File: src/rtl/pbw_pkg.sv
`timescale 1ns/1ps
package pbw_pkg;
  typedef enum logic [2:0] {
    ST_IDLE,      // no button accepted
    ST_PEND,      // one button accepted, step held back for the pairing window
    ST_HOLD,      // one button held, auto-stepping
    ST_BOTH,      // valid two-button gesture, timing shutdown
    ST_LOCK,      // commands ignored until both buttons are up
    ST_OFF_HELD,  // shutdown, gesture buttons still down
    ST_OFF        // shutdown, armed for wake-up press
  } pbw_state_e;
endpackage

File: src/rtl/pbw_tick.sv
`timescale 1ns/1ps
module pbw_tick #(
  parameter int CLK_PER_MS = 10000
) (
  input  logic clk,
  input  logic rst_n,
  output logic tick
);
  localparam int CW = $clog2(CLK_PER_MS + 1);
  localparam logic [CW-1:0] LAST = CW'(CLK_PER_MS - 1);

  logic [CW-1:0] cnt_q, cnt_d;
  logic          tick_q, tick_d;

  always_comb begin
    tick_d = (cnt_q == LAST);
    cnt_d  = tick_d ? '0 : cnt_q + 1'b1;
  end

  always_ff @(posedge clk or negedge rst_n) begin
    if (!rst_n) begin
      cnt_q  <= '0;
      tick_q <= 1'b0;
    end else begin
      cnt_q  <= cnt_d;
      tick_q <= tick_d;
    end
  end

  assign tick = tick_q;

  // Tick spacing: a tick is never followed by another inside one period (R5, R6 timing base)
  assert_tick_spacing_R5: assert property (@(posedge clk) disable iff (!rst_n)
    (tick_q && CLK_PER_MS > 1) |=> !tick_q);
endmodule

File: src/rtl/pbw_btn.sv
`timescale 1ns/1ps
module pbw_btn #(
  parameter int DEB_MS = 15,
  parameter int GAP_MS = 1
) (
  input  logic clk,
  input  logic rst_n,
  input  logic tick,
  input  logic btn_n,
  output logic pressed
);
  localparam int CMAX = (DEB_MS > GAP_MS) ? DEB_MS : GAP_MS;
  localparam int CW   = $clog2(CMAX + 1);
  localparam logic [CW-1:0] DEB_LAST = CW'(DEB_MS - 1);
  localparam logic [CW-1:0] GAP_LAST = CW'(GAP_MS - 1);

  logic          meta_q, sync_q;
  logic [CW-1:0] cnt_q, cnt_d;
  logic          pressed_q, pressed_d;

  always_ff @(posedge clk or negedge rst_n) begin
    if (!rst_n) begin
      meta_q <= 1'b1;
      sync_q <= 1'b1;
    end else begin
      meta_q <= btn_n;
      sync_q <= meta_q;
    end
  end

  always_comb begin
    cnt_d     = cnt_q;
    pressed_d = pressed_q;
    if (!pressed_q) begin
      if (sync_q) begin
        cnt_d = '0;
      end else if (tick) begin
        if (cnt_q == DEB_LAST) begin
          pressed_d = 1'b1;
          cnt_d     = '0;
        end else begin
          cnt_d = cnt_q + 1'b1;
        end
      end
    end else begin
      if (!sync_q) begin
        cnt_d = '0;
      end else if (tick) begin
        if (cnt_q == GAP_LAST) begin
          pressed_d = 1'b0;
          cnt_d     = '0;
        end else begin
          cnt_d = cnt_q + 1'b1;
        end
      end
    end
  end

  always_ff @(posedge clk or negedge rst_n) begin
    if (!rst_n) begin
      cnt_q     <= '0;
      pressed_q <= 1'b0;
    end else begin
      cnt_q     <= cnt_d;
      pressed_q <= pressed_d;
    end
  end

  assign pressed = pressed_q;

  assert_accept_needs_low_R2: assert property (@(posedge clk) disable iff (!rst_n)
    $rose(pressed_q) |-> $past(!sync_q));
  assert_release_needs_high_R7: assert property (@(posedge clk) disable iff (!rst_n)
    $fell(pressed_q) |-> $past(sync_q));
endmodule

File: src/rtl/pbw_decode.sv
`timescale 1ns/1ps
module pbw_decode #(
  parameter int TAPS = 16
) (
  input  logic [$clog2(TAPS)-1:0] idx,
  output logic [TAPS-1:0]         onehot
);
  localparam int PW = $clog2(TAPS);
  for (genvar g = 0; g < TAPS; g++) begin : g_bit
    assign onehot[g] = (idx == PW'(g));
  end
endmodule

File: src/rtl/pbw_fsm.sv
`timescale 1ns/1ps
module pbw_fsm
  import pbw_pkg::*;
#(
  parameter int TAPS          = 16,
  parameter int DEB_MS        = 15,
  parameter int SLOW_MS       = 250,
  parameter int FAST_MS       = 50,
  parameter int FAST_AFTER_MS = 1000,
  parameter int SHDN_MS       = 2000
) (
  input  logic                    clk,
  input  logic                    rst_n,
  input  logic                    tick,
  input  logic                    up_on,
  input  logic                    dn_on,
  output logic [$clog2(TAPS)-1:0] pos_o,
  output logic [$clog2(TAPS)-1:0] pos_next_o,
  output logic                    off_o
);
  localparam int PW    = $clog2(TAPS);
  localparam int DMAX0 = (FAST_AFTER_MS > SHDN_MS) ? FAST_AFTER_MS : SHDN_MS;
  localparam int DMAX  = (DMAX0 > DEB_MS) ? DMAX0 : DEB_MS;
  localparam int DW    = $clog2(DMAX + 1);
  localparam int RMAX  = (SLOW_MS > FAST_MS) ? SLOW_MS : FAST_MS;
  localparam int RW    = $clog2(RMAX + 1);
  localparam logic [PW-1:0] TOP       = PW'(TAPS - 1);
  localparam logic [DW-1:0] DEB_LAST  = DW'(DEB_MS - 1);
  localparam logic [DW-1:0] DEB_FULL  = DW'(DEB_MS);
  localparam logic [DW-1:0] SHDN_LAST = DW'(SHDN_MS - 1);
  localparam logic [DW-1:0] FAST_AT   = DW'(FAST_AFTER_MS);
  localparam logic [DW-1:0] DCAP      = DW'(DMAX);
  localparam logic [RW-1:0] SLOW_LAST = RW'(SLOW_MS - 1);
  localparam logic [RW-1:0] FAST_LAST = RW'(FAST_MS - 1);

  pbw_state_e    state_q, state_d;
  logic          dir_q, dir_d;          // 1: raising
  logic [DW-1:0] dcnt_q, dcnt_d;        // held / gesture duration in ms
  logic [RW-1:0] rcnt_q, rcnt_d;        // ms since last auto step
  logic [PW-1:0] pos_q, pos_d;
  logic          cur, oth, step, off_d;
  logic [RW-1:0] per_last;

  always_comb begin
    state_d  = state_q;
    dir_d    = dir_q;
    dcnt_d   = dcnt_q;
    rcnt_d   = rcnt_q;
    step     = 1'b0;
    cur      = dir_q ? up_on : dn_on;
    oth      = dir_q ? dn_on : up_on;
    per_last = (dcnt_q >= FAST_AT) ? FAST_LAST : SLOW_LAST;
    case (state_q)
      ST_IDLE: begin
        if (up_on && dn_on) begin
          state_d = ST_BOTH;
          dcnt_d  = '0;
        end else if (up_on || dn_on) begin
          state_d = ST_PEND;
          dir_d   = up_on;
          dcnt_d  = '0;
        end
      end
      ST_PEND: begin
        if (cur && oth) begin
          state_d = ST_BOTH;
          dcnt_d  = '0;
        end else if (!cur) begin
          step    = 1'b1;
          state_d = oth ? ST_LOCK : ST_IDLE;
        end else if (tick) begin
          if (dcnt_q == DEB_LAST) begin
            step    = 1'b1;
            state_d = ST_HOLD;
            dcnt_d  = DEB_FULL;
            rcnt_d  = '0;
          end else begin
            dcnt_d = dcnt_q + 1'b1;
          end
        end
      end
      ST_HOLD: begin
        if (oth) begin
          state_d = ST_LOCK;
        end else if (!cur) begin
          state_d = ST_IDLE;
        end else if (tick) begin
          if (dcnt_q != DCAP) dcnt_d = dcnt_q + 1'b1;
          if (rcnt_q >= per_last) begin
            step   = 1'b1;
            rcnt_d = '0;
          end else begin
            rcnt_d = rcnt_q + 1'b1;
          end
        end
      end
      ST_BOTH: begin
        if (!up_on || !dn_on) begin
          state_d = ST_LOCK;
        end else if (tick) begin
          if (dcnt_q == SHDN_LAST) state_d = ST_OFF_HELD;
          else                     dcnt_d  = dcnt_q + 1'b1;
        end
      end
      ST_LOCK:     if (!up_on && !dn_on) state_d = ST_IDLE;
      ST_OFF_HELD: if (!up_on && !dn_on) state_d = ST_OFF;
      ST_OFF:      if (up_on || dn_on)   state_d = ST_LOCK;
      default:     state_d = ST_IDLE;
    endcase

    pos_d = pos_q;
    if (step) begin
      if (dir_q && pos_q != TOP)        pos_d = pos_q + 1'b1;
      else if (!dir_q && pos_q != '0)   pos_d = pos_q - 1'b1;
    end
    off_d      = (state_d == ST_OFF_HELD) || (state_d == ST_OFF);
    pos_next_o = off_d ? '0 : pos_d;
  end

  always_ff @(posedge clk or negedge rst_n) begin
    if (!rst_n) begin
      state_q <= ST_IDLE;
      dir_q   <= 1'b0;
      dcnt_q  <= '0;
      rcnt_q  <= '0;
      pos_q   <= '0;
    end else begin
      state_q <= state_d;
      dir_q   <= dir_d;
      dcnt_q  <= dcnt_d;
      rcnt_q  <= rcnt_d;
      pos_q   <= pos_d;
    end
  end

  assign off_o = (state_q == ST_OFF_HELD) || (state_q == ST_OFF);
  assign pos_o = off_o ? '0 : pos_q;

  assert_single_step_R3: assert property (@(posedge clk) disable iff (!rst_n)
    (pos_q != $past(pos_q)) |-> (pos_q == $past(pos_q) + 1'b1 || pos_q == $past(pos_q) - 1'b1));
  assert_no_wrap_top_R4: assert property (@(posedge clk) disable iff (!rst_n)
    (pos_q == TOP) |=> (pos_q != '0 || TAPS <= 2));
  assert_no_wrap_floor_R4: assert property (@(posedge clk) disable iff (!rst_n)
    (pos_q == '0) |=> (pos_q != TOP || TAPS <= 2));
  assert_step_on_tick_R5: assert property (@(posedge clk) disable iff (!rst_n)
    (pos_q != $past(pos_q)) |-> ($past(tick) || $past(state_q) == ST_PEND));
  assert_gesture_still_R8: assert property (@(posedge clk) disable iff (!rst_n)
    (state_q == ST_BOTH || off_o) |=> $stable(pos_q));
  assert_lock_still_R10: assert property (@(posedge clk) disable iff (!rst_n)
    (state_q == ST_LOCK) |=> $stable(pos_q));
endmodule

File: src/rtl/pbw_wiper_ctrl.sv
`timescale 1ns/1ps
module pbw_wiper_ctrl #(
  parameter int CLK_PER_MS    = 10000,
  parameter int DEB_MS        = 15,
  parameter int GAP_MS        = 1,
  parameter int SLOW_MS       = 250,
  parameter int FAST_MS       = 50,
  parameter int FAST_AFTER_MS = 1000,
  parameter int SHDN_MS       = 2000,
  parameter int TAPS          = 16
) (
  input  logic                    clk,
  input  logic                    rst_n,
  input  logic                    up_n,
  input  logic                    dn_n,
  output logic [$clog2(TAPS)-1:0] tap_pos,
  output logic [TAPS-1:0]         tap_sel,
  output logic                    shdn
);
  localparam int PW = $clog2(TAPS);
  localparam int NB = 2;  // index 0: raise, index 1: lower

  logic          rst_meta_q, rst_q;
  logic          tick;
  logic [NB-1:0] btn_n, btn_on;
  logic [PW-1:0] pos_next;
  logic [TAPS-1:0] sel_next, sel_q;

  always_ff @(posedge clk or negedge rst_n) begin
    if (!rst_n) begin
      rst_meta_q <= 1'b0;
      rst_q      <= 1'b0;
    end else begin
      rst_meta_q <= 1'b1;
      rst_q      <= rst_meta_q;
    end
  end

  pbw_tick #(.CLK_PER_MS(CLK_PER_MS)) u_tick (
    .clk(clk), .rst_n(rst_q), .tick(tick));

  assign btn_n = {dn_n, up_n};

  for (genvar b = 0; b < NB; b++) begin : g_btn
    pbw_btn #(.DEB_MS(DEB_MS), .GAP_MS(GAP_MS)) u_btn (
      .clk(clk), .rst_n(rst_q), .tick(tick),
      .btn_n(btn_n[b]), .pressed(btn_on[b]));
  end

  pbw_fsm #(
    .TAPS(TAPS), .DEB_MS(DEB_MS), .SLOW_MS(SLOW_MS), .FAST_MS(FAST_MS),
    .FAST_AFTER_MS(FAST_AFTER_MS), .SHDN_MS(SHDN_MS)
  ) u_fsm (
    .clk(clk), .rst_n(rst_q), .tick(tick),
    .up_on(btn_on[0]), .dn_on(btn_on[1]),
    .pos_o(tap_pos), .pos_next_o(pos_next), .off_o(shdn));

  pbw_decode #(.TAPS(TAPS)) u_dec (.idx(pos_next), .onehot(sel_next));

  always_ff @(posedge clk or negedge rst_q) begin
    if (!rst_q) sel_q <= TAPS'(1);
    else        sel_q <= sel_next;
  end

  assign tap_sel = sel_q;

  assert_sel_onehot_R11: assert property (@(posedge clk) disable iff (!rst_q)
    $countones(tap_sel) == 1);
  assert_sel_match_R11: assert property (@(posedge clk) disable iff (!rst_q)
    tap_sel == (TAPS'(1) << tap_pos));
  assert_off_floor_R8: assert property (@(posedge clk) disable iff (!rst_q)
    shdn |-> tap_sel[0]);
endmodule

File: config.mk
export PLATFORM = sky130hd
export DESIGN_NAME = pbw_wiper_ctrl
export DESIGN_NICKNAME = d
export VERILOG_FILES = /design/src/rtl/pbw_pkg.sv /design/src/rtl/pbw_tick.sv /design/src/rtl/pbw_btn.sv /design/src/rtl/pbw_decode.sv /design/src/rtl/pbw_fsm.sv /design/src/rtl/pbw_wiper_ctrl.sv
export SDC_FILE = /design/constraint.sdc
export NUM_CORES = 1
export LEC_CHECK = 0
export CORE_MARGIN = 1.5
export CORE_UTILIZATION = 45
export CTS_BUF_LIST = sky130_fd_sc_hd__clkbuf_2 sky130_fd_sc_hd__clkbuf_4 sky130_fd_sc_hd__clkbuf_8
export DETAILED_ROUTE_END_ITERATION = 8
export PLACE_DENSITY_LB_ADDON = 0.2
export SYNTH_ARGS = -nofsm -noshare
export SYNTH_HDL_FRONTEND = slang
export SYNTH_SLANG_ARGS = --single-unit
File: constraint.sdc
create_clock -name clk -period 2.5 [get_ports clk]
set_input_delay 0.375 -clock clk [delete_from_list [all_inputs] [get_ports clk]]
set_output_delay 0.375 -clock clk [all_outputs]
set_load 0.01 [all_outputs]
==> qor.tcl, run 1 <==
set qor(post_synth_num_cell_types) 65
set qor(cell_type_group_with_the_largest_total_delay_on_the_critical_path) {compound AO/OA/AOI/OAI gates}
set qor(ys_seq_area_share_pct) 43.8
set qor(layout_setup_ws_ns) -0.141
set qor(vias_per_cell) 5.61
set qor(synth_area_per_cell_um2) 9.31
set qor(grt_pass1_vias) 3629
set qor(setup.worst_path.end_class) {flop}
set qor(timing.rr.start) {u_fsm.dcnt_q[4]$_DFFE_PN0P_}
set qor(die-area_mm2) 0.0100
set qor(syn-instance-count) 455
set qor(dr_total_vias) 3623
set qor(timing_worst_setup_path_type) {flop to flop}
set qor(maximum_number_of_pins_on_one_net_before_global_route_repair) 43
set qor(yosysWarnings) 0
set qor(grt.overflow.total) 0
set qor(numPortBuffers) 24
set qor(violated_checks) {negative setup slack}
set qor(rsz0062_at_grt) {true}
set qor(n_antenna_cell) 0
set qor(ys_ff_latch) 74
set qor(cp_cell_sequence) {o21ai_2, o21bai_2, ha_1, nand4_1, o31a_1, o22a_2, or3_4, a221o_1, a211oi_2}
set qor(tritoncts) {yes}
set qor(regToRegEndpoint) {tap_sel[13]$_DFF_PN0_}
set qor(numClockSinks) 74
set qor(hp-class) {input pin to asynchronous set/reset pin}
set qor(die_width_um) 100
set qor(cts_max_level) 3
set qor(relative_contribution_of_sequential_cells_to_total_power_pct) 51.4
set qor(cp-start-kind) {flop}
set qor(synthesis.area_mm2) 0.00424
set qor(routabilityCongestion) 0.874
set qor(report.final.slew_viol_count) 0
set qor(numCtsBuffers) 9
set qor(worst_setup_path_startpoint) {u_fsm.dcnt_q[4]$_DFFE_PN0P_}
set qor(achievable-frequency_mhz) 379
set qor(crit_buf_inv) 0
set qor(ctsLongestPathBuffers) 2
set qor(cts_root_buf) {sky130_fd_sc_hd__clkbuf_8}
set qor(leakagePower_uw) 0.00239
set qor(finalHoldViolCount) 0
set qor(place.detailed.instances) 614
set qor(detailedPlacementHpwl_mm) 6.49
set qor(endpoint_required_time_on_the_critical_path_ns) 2.77
set qor(layout.core_utilization_pct) 58.8
set qor(design.core.area_mm2) 0.00920
set qor(final_cell_count_no_fill) 646
set qor(internal_power_uw) 1880
set qor(area_growth_pct) 27.7
set qor(status) {complete, but fails checks}
set qor(maxSlewHeadroom_pct) 65.5
set qor(std_cell_rows) 35
set qor(vdd_drop_max_v) 0.000291
set qor(netSwitchingFraction_pct) 19.8
set qor(drt_wl_total_mm) 9.57
set qor(critPathMaxStageDelay_ns) 0.39
set qor(clk_pin_slew_worst_paths_ns) 0.08
set qor(detail_route.drc_violations) 0
set qor(dr.first_iter.drc_count) 190
set qor(synth_top_flop_cell) {sky130_fd_sc_hd__dfrtp_1}
set qor(synth-edff-count) 0
set qor(final_min_period_over_clock_period_pct) 106
set qor(clock_power_share_pct) 47.0
set qor(path_depth) 9
set qor(drv.max_cap_violation_count) 0
set qor(boundary_pins) 25
set qor(finalSetupViolCount) 17
set qor(power-per-cell-area_mw_per_mm2) 434
set qor(finalWorstPathRequiredPeriod_ns) 2.64
set qor(global_route.usage.total_pct) 20.6
set qor(die_height_um) 100
set qor(setup_skew_ns) 0.0145
set qor(final.fill_count) 794
set qor(timing.critical_path.arrival_ns) 2.91
set qor(layout-drive-gt1-share_pct) 26.2
set qor(reg2regPathDepth) 9
set qor(routed_wire_length_per_instance_um) 14.8
set qor(switching_pwr_uw) 464
set qor(fin_nets) 553
set qor(postRouteAntennaNets) 0
set qor(worst_setup_path_endpoint) {tap_sel[13]$_DFF_PN0_}
set qor(grt_first_pass_wirelength_mm) 16.6
set qor(syn_nets) 477
set qor(worst-r2r-setup-slack_ns) -0.14
set qor(first_pass_iters) 5
set qor(initial_utilization_pct) 46.1
set qor(combPwrFrac_pct) 1.6
set qor(critical_path.slowest_cell) {sky130_fd_sc_hd__dfrtp_1}
set qor(timing_worst_slew_pin_value_ns) 0.517
set qor(cp_max_fo) 5
set qor(initial_antenna_violation_count) 0
set qor(clock_insertion_delay_at_the_later_pin_of_the_skew_report_ns) 0.35
set qor(ys_async_sr_fraction_pct) 100
[how the worst min path moves through the flow]
| stage | end | slack, ns | cells past startpoint |
|---|---|---|---|
| after floorplan | rst_meta_q$_DFF_PN0_ | 0.08 | 0 |
| after global placement | u_tick.cnt_q[4]$_DFF_PN0_ | 0.29 | 1 |
| after detailed placement | u_tick.cnt_q[1]$_DFF_PN0_ | 0.30 | 1 |
| after CTS | rst_meta_q$_DFF_PN0_ | 0.17 | 1 |
| after global routing | rst_meta_q$_DFF_PN0_ | 0.17 | 1 |
| final | rst_meta_q$_DFF_PN0_ | 0.18 | 1 |
[metal layers]
layer,vias up,wire [um],track usage [%]
li1,1785,-,-
met1,1742,4380,25.7
met2,76,4720,35.5
met3,20,310,4.25
met4,0,163,6.83
met5,-,0,0
[cell usage after synthesis, types with 3 or more instances]
master / instances / share of area, %
sky130_fd_sc_hd__nor4b_1: 7 / 1.4
sky130_fd_sc_hd__and4_1: 3 / 0.62
sky130_fd_sc_hd__nand3_1: 19 / 2.2
sky130_fd_sc_hd__o22ai_1: 3 / 0.44
sky130_fd_sc_hd__buf_2: 10 / 1.2
sky130_fd_sc_hd__or2_2: 7 / 1.0
sky130_fd_sc_hd__nand2_1: 39 / 3.5
sky130_fd_sc_hd__xnor2_1: 12 / 2.5
sky130_fd_sc_hd__a211oi_1: 7 / 1.2
sky130_fd_sc_hd__nand4_1: 13 / 1.9
sky130_fd_sc_hd__dfrtp_1: 69 / 41
sky130_fd_sc_hd__inv_1: 16 / 1.4
sky130_fd_sc_hd__xor2_1: 12 / 2.5
sky130_fd_sc_hd__clkbuf_1: 8 / 0.71
sky130_fd_sc_hd__and2_1: 4 / 0.59
sky130_fd_sc_hd__dfstp_2: 5 / 3.1
sky130_fd_sc_hd__nor3b_1: 5 / 0.89
sky130_fd_sc_hd__or3_1: 5 / 0.74
sky130_fd_sc_hd__o32ai_1: 3 / 0.62
sky130_fd_sc_hd__nor2b_1: 10 / 1.5
sky130_fd_sc_hd__ha_1: 18 / 5.3
sky130_fd_sc_hd__o21ai_0: 39 / 4.6
sky130_fd_sc_hd__a31oi_1: 4 / 0.59
sky130_fd_sc_hd__a21oi_1: 14 / 1.7
sky130_fd_sc_hd__and3_1: 7 / 1.0
sky130_fd_sc_hd__buf_4: 3 / 0.53
sky130_fd_sc_hd__nor3_1: 15 / 1.8
sky130_fd_sc_hd__nand2b_1: 6 / 0.89
sky130_fd_sc_hd__o31ai_1: 4 / 0.71
sky130_fd_sc_hd__nor2_1: 38 / 3.4
[cells in the final DEF, fill, tap and decap left out, types with 9 or more instances in the layout]
| cell | instances |
|---|---|
| sky130_fd_sc_hd__nand3_1 | 18 |
| sky130_fd_sc_hd__xor2_1 | 12 |
| sky130_fd_sc_hd__a21oi_1 | 13 |
| sky130_fd_sc_hd__nand2_1 | 39 |
| sky130_fd_sc_hd__ha_1 | 18 |
| sky130_fd_sc_hd__clkdlybuf4s50_1 | 24 |
| sky130_fd_sc_hd__nor2b_1 | 10 |
| sky130_fd_sc_hd__xnor2_1 | 11 |
| sky130_fd_sc_hd__o21ai_0 | 35 |
| sky130_fd_sc_hd__clkbuf_8 | 9 |
| sky130_fd_sc_hd__buf_4 | 61 |
| sky130_fd_sc_hd__dfrtp_1 | 66 |
| sky130_fd_sc_hd__nor2_1 | 38 |
| sky130_fd_sc_hd__inv_1 | 14 |
| sky130_fd_sc_hd__nand4_1 | 13 |
[layout make-up]
| type | count | area [um^2] | area share (%) |
|---|---|---|---|
| inverters | 17 | 71.3 | 1.32 |
| clock inverters | 5 | 104 | 1.92 |
| multi-input cells | 343 | 2390 | 44.2 |
| well taps | 111 | 139 | 2.57 |
| repair buffers | 86 | 709 | 13.1 |
| clock buffers | 10 | 131 | 2.43 |
| flip-flops and latches | 74 | 1860 | 34.4 |
[state kept, by name (all words and copies together) (netlist names)]
| register | cells |
|---|---|
| u_fsm.dir_q | 1 |
| rst_q | 1 |
| g_btn.u_btn.meta_q | 2 |
| u_fsm.state_q | 3 |
| u_tick.cnt_q | 14 |
| g_btn.u_btn.sync_q | 2 |
| u_fsm.pos_q | 4 |
| g_btn.u_btn.cnt_q | 8 |
| u_tick.tick | 1 |
| u_fsm.dcnt_q | 11 |
| g_btn.u_btn.pressed | 2 |
| rst_meta_q | 1 |
| tap_sel | 16 |
| u_fsm.rcnt_q | 8 |
[power groups by stage]
stage	logic, uW	clock network, uW	registers [uW]
floorplan	7.09	0	1240
global placement	39.0	0	1230
detailed placement	39.1	0	1230
CTS	39.2	1140	1210
global route	44.5	1190	1210
finish	37.1	1100	1210
[metrics by stage]
stage / hold WS (ns) / setup TNS, ns / power, uW / cell area, um^2 / worst slack, ns
global placement: 0.293 / -1.63 / 1270 / 4860 / -0.147
floorplan: 0.0794 / -0.334 / 1250 / 4250 / -0.0928
CTS: 0.169 / -1.95 / 2380 / 5240 / -0.133
global route: 0.172 / -3.51 / 2440 / 5410 / -0.244
detailed placement: 0.299 / -3.52 / 1270 / 4860 / -0.271
finish: 0.179 / -1.74 / 2350 / 5410 / -0.141
[timing repair]
| action | 4_1_cts | 5_1_grt |
|---|---|---|
| setup buffers | 9 | 8 |
| setup endpoints to repair | 23 | 37 |
| gates cloned | 1 | 0 |
| gates resized for setup | 21 | 24 |
| hold buffers | 0 | 0 |
| pin swaps | 12 | 6 |
[kinds of logic (layout without fill, tap and decap cells)]
group	Yosys count	count (layout)	share of synthesized area (%)
XOR/XNOR	24	24	4.96
flip-flops	74	74	43.8
AO/OA/AOI/OAI	100	100	15.3
AND/OR/NAND/NOR	196	197	25.7
multiplexers	3	3	0.768
buffers and inverters	39	118	4.02
other	1	1	0.0885
adder cells (fa/ha/maj)	18	18	5.31
Note: power is estimated with default switching activity, not from simulation.
==> run 2: changes to the inputs <==
- CAP_MARGIN: unset -> 20
==> results of run 2 <==
The final DEF is identical to that of run 1; final timing and power are the same.
